<file path="src/rtl/perm_chk_pkg.sv">
package perm_chk_pkg;

    typedef enum logic [1:0] {
        ACC_LOAD  = 2'd0,
        ACC_STORE = 2'd1,
        ACC_FETCH = 2'd2,
        ACC_RSV   = 2'd3
    } acc_kind_e;

    typedef enum logic [1:0] {
        PROF_A   = 2'd0,
        PROF_B   = 2'd1,
        PROF_C   = 2'd2,
        PROF_RSV = 2'd3
    } prof_e;

    typedef enum logic [2:0] {
        FLT_NONE     = 3'd0,
        FLT_MISALIGN = 3'd1,
        FLT_DERR     = 3'd2,
        FLT_DEXC     = 3'd3,
        FLT_IERR     = 3'd4,
        FLT_IEXC     = 3'd5,
        FLT_STORE    = 3'd6
    } flt_e;

    // Address windows used by the rule logic
    localparam int NUM_RG    = 7;
    localparam int RG_HI_ALL = 0;   // upper half of the protected space
    localparam int RG_HI_LOW = 1;   // upper half minus its top 64 KiB
    localparam int RG_IOWIN  = 2;   // small window inside the top 64 KiB
    localparam int RG_LO_ALL = 3;   // lower half of the protected space
    localparam int RG_B_CFG  = 4;   // profile B fetch config window
    localparam int RG_C_DCFG = 5;   // profile C data config window
    localparam int RG_C_ICFG = 6;   // profile C fetch config window

    localparam logic [31:0] RG_LO [NUM_RG] = '{
        32'hFE80_0000, 32'hFE80_0000, 32'hFEFF_0600, 32'hFE00_0000,
        32'hFE00_0000, 32'hFE40_0000, 32'hFE00_0000
    };
    localparam logic [31:0] RG_HI [NUM_RG] = '{
        32'hFEFF_FFFF, 32'hFEFE_FFFF, 32'hFEFF_7FFF, 32'hFE7F_FFFF,
        32'hFE00_3FFF, 32'hFE40_7FFF, 32'hFE00_7FFF
    };

endpackage

</file>
<file path="src/rtl/perm_rules.sv">
module perm_rules
    import perm_chk_pkg::*;
#(
    parameter int MASK_W = 4
) (
    input  prof_e             prof,
    input  acc_kind_e         kind,
    input  logic [MASK_W-1:0] mask,
    input  logic [NUM_RG-1:0] hits,
    input  logic              misal,
    input  logic              align_exc_off,
    input  logic              region_en,
    output logic              do_align,
    output flt_e              code
);
    localparam logic [MASK_W-1:0] DW_MASK = MASK_W'(7);

    logic is_data;
    logic err_win_b;
    logic exc_b_fetch;
    logic exc_c_data;
    logic exc_c_fetch;

    always_comb begin
        is_data     = (kind == ACC_LOAD) || (kind == ACC_STORE);
        err_win_b   = hits[RG_IOWIN] || hits[RG_HI_LOW];
        exc_b_fetch = hits[RG_LO_ALL] && !(hits[RG_B_CFG] && region_en);
        exc_c_data  = hits[RG_LO_ALL] && !(hits[RG_C_DCFG] && region_en);
        exc_c_fetch = hits[RG_LO_ALL] && !(hits[RG_C_ICFG] && region_en);
        do_align    = 1'b0;
        code        = FLT_NONE;

        unique case (prof)
            PROF_A: begin
                do_align = (kind != ACC_RSV);
                if (kind == ACC_FETCH) begin
                    if (misal || hits[RG_HI_ALL]) code = FLT_IERR;
                end else if (is_data) begin
                    if ((misal && !align_exc_off) ||
                        (kind == ACC_LOAD && mask == DW_MASK && hits[RG_HI_ALL]))
                        code = FLT_DERR;
                end
            end
            PROF_B: begin
                do_align = (kind != ACC_RSV);
                if (kind != ACC_RSV && misal) begin
                    code = FLT_MISALIGN;
                end else begin
                    unique case (kind)
                        ACC_LOAD:  code = err_win_b ? FLT_DERR
                                        : (hits[RG_LO_ALL] ? FLT_DEXC : FLT_NONE);
                        ACC_STORE: code = err_win_b ? FLT_STORE
                                        : (hits[RG_LO_ALL] ? FLT_DEXC : FLT_NONE);
                        ACC_FETCH: code = err_win_b ? FLT_IERR
                                        : (exc_b_fetch ? FLT_IEXC : FLT_NONE);
                        default:   code = FLT_NONE;
                    endcase
                end
            end
            PROF_C: begin
                do_align = (kind == ACC_FETCH);
                unique case (kind)
                    ACC_LOAD:  code = hits[RG_HI_LOW] ? FLT_DERR
                                    : (exc_c_data ? FLT_DEXC : FLT_NONE);
                    ACC_STORE: code = hits[RG_HI_LOW] ? FLT_STORE
                                    : (exc_c_data ? FLT_DEXC : FLT_NONE);
                    ACC_FETCH: code = hits[RG_HI_ALL] ? FLT_IERR
                                    : (exc_c_fetch ? FLT_IEXC : FLT_NONE);
                    default:   code = FLT_NONE;
                endcase
            end
            default: begin
                do_align = 1'b0;
                code     = FLT_NONE;
            end
        endcase
    end
endmodule

</file>
<file path="config.mk">
export PLATFORM = sky130hd
export DESIGN_NAME = perm_rules
export DESIGN_NICKNAME = d
export VERILOG_FILES = /design/src/rtl/perm_chk_pkg.sv /design/src/rtl/perm_rules.sv
export SDC_FILE = /design/constraint.sdc
export NUM_CORES = 1
export LEC_CHECK = 0
export BUFFER_PORTS_ARGS = -buffer_cell sky130_fd_sc_hd__buf_2
export CORE_AREA = 2 2 39 41
export DETAILED_ROUTE_END_ITERATION = 7
export DIE_AREA = 0 0 41 43
export PLACE_DENSITY_LB_ADDON = 0.12
export SYNTH_ARGS = -nofsm -noshare
export SYNTH_HDL_FRONTEND = slang
export SYNTH_SLANG_ARGS = --single-unit
</file>
<file path="constraint.sdc">
create_clock -name vclk -period 0.8
set_input_delay 0 -clock vclk [all_inputs]
set_output_delay 0 -clock vclk [all_outputs]
set_load 0.02 [all_outputs]
</file>
==> results_dict.tcl <==
set metrics [dict create \
    synthTopCellsByCount "a21boi_0 (3), a21oi_1 (3), nand2_1 (3), nor2_1 (3)" \
    dp_hpwl_um 734.7 \
    start_kind "input port" \
    ys_seq_area_share_pct 0 \
    design_area_um2 614.3 \
    nClkBuffers 0 \
    drt_iter0_drc 1 \
    drive_above_1_share_pct 75.00 \
    relSlewSlack_pct 75.72 \
    hold_viol_final 0 \
    register_area_um2 0 \
    tightest_slew_ps 361.1 \
    drt_wl_total_um 973 \
    grt_first_pass_wirelength_um 1407 \
    crit_path_top_delay_cell "or3_4" \
    synth_area_um2 227.7 \
    rsz0062_at_grt "true" \
    diodes 0 \
    crit_required_ps 800 \
    setup-tns-final_ps -516.5 \
    peakVddDrop_v 0.0001746 \
    dieArea_um2 1763 \
    min_period_over_period_pct 140.6 \
    path_cells "buf_6 > nor4bb_4 > a32oi_1 > or3_4 > a31oi_4 > buf_6" \
    synth_warnings 0 \
    postRouteAntennaNets 0 \
    crit_buf_inv 2 \
    nFlopsAndLatches 0 \
    grt_overflow 0 \
    fmaxAchievable_mhz 889.2 \
    ios 22 \
    cp_top_family "simple AND/OR/NAND/NOR gates" \
    preCtsSetupSlack_ps -360.9 \
    via_per_inst 4.738 \
    initial_core_util_pct 16.46 \
    dr.pass1.iters 3 \
    fill_cells 142 \
    die_x_um 41 \
    syn-num-nets 53 \
    path_max_fanout 2 \
    place_congestion 0.7226 \
    yosys.area.top_type_share_pct 9.890 \
    syn_inst 35 \
    grtUsageTotal_pct 10.79 \
    finalNetCount 88 \
    hold_class "input port to output port" \
    power.leakage_nw 0.2707 \
    placed_area_um2 455.4 \
    num_vias 398 \
    die_h_um 43 \
    grt_max_degree 6 \
    powerDensity_nw_per_um2 535.6 \
    setup_viol 3 \
    fin_ws_ps -324.6 \
    drv_slew 0 \
    synth_cell_types 22 \
    grt_pass1_vias 362 \
    path_class "input port to output port" \
    critPathMaxStageDelay_ps 390 \
    crit_top_cell "buf_6" \
    status "complete, but fails checks" \
    wl_per_cell_um 11.58 \
    end_kind "output port" \
    drcViolationCount 0 \
    yosysTopAreaCell "a21boi_0" \
    core-area_um2 1384 \
    antenna_found_initial 0 \
    violations "setup timing" \
    avgSynthCellArea_um2 6.506 \
    port_buffers 22 \
    cts_hold_buf 0 \
    cp.arrival_ps 1120 \
    max_cap_viol_count 0 \
    synth.area.top_cells "a21boi_0 (9.9%), a21oi_1 (6.6%), o21bai_1 (6.6%), a31oi_1 (5.5%), nand2b_1 (5.5%)" \
    syn_to_final_growth_pct 169.8 \
    min_period_ps 1125 \
    rows 14 \
]
final cells by class:
class,instances,area (um2),area share [%]
well taps,16,20.02,3.259
inverters,2,10.01,1.629
multi-input cells,32,306.5,49.90
repair buffers,34,277.8,45.21
power by group:
part	internal, mW	switching [mW]	total (mW)
clock network	0	0	0
logic	0.188	0.141	0.329
registers	0	0	0
logic make-up after synthesis:
family / after synthesis / share of synthesized area, %
AO/OA/AOI/OAI: 17 / 50.55
AND/OR/NAND/NOR: 13 / 32.42
buffers and inverters: 3 / 8.243
XOR/XNOR: 1 / 3.847
multiplexers: 1 / 4.945
final timing paths:
check | start | end | slack, ps | cells after the start
hold / removal | prof[1] | do_align | 300 | 3
setup / recovery | kind[0] | code[1] | -320 | 6
worst min-delay path, stage by stage:
cell and delay, ps:
buf_6 100, a21boi_2 50, buf_4 150
through the flow:
step	utilization, %	cells	hold slack [ps]	power, mW
2_1_floorplan	-	35	155.2	0.1068
3_5_place_dp	32.91	82	350.9	0.2344
5_1_grt	44.39	84	304.3	0.3513
4_1_cts	41.59	85	286.5	0.3043
6_report	44.39	84	297.4	0.3291
3_3_place_gp	32.91	82	356.8	0.2360
placed cells by master, fill, tap and decap left out, types with 2 or more instances in the layout:
master    Yosys  final
a21boi_2      0      2
a21oi_2       0      2
buf_2         0     11
buf_4         0     12
buf_6         1     10
nand2_1       3      2
nor2_1        3      3
o21bai_1      2      2
what timing repair did:
action | in CTS | in global routing
pin swaps | 6 | 5
endpoints found under the setup margin | 3 | 4
buffers inserted | 3 | 0
gates resized for setup | 30 | 10
per-layer routing:
metal	vias to the layer above	wire, um	track usage, %	share of wire (%)
li1	206	-	-	-
met1	189	396	14.24	41
met2	3	557	19.69	57
met3	0	18	0	1.8
met4	0	0	0	0
met5	-	0	0	0
Note: power is estimated with default switching activity, not from simulation.
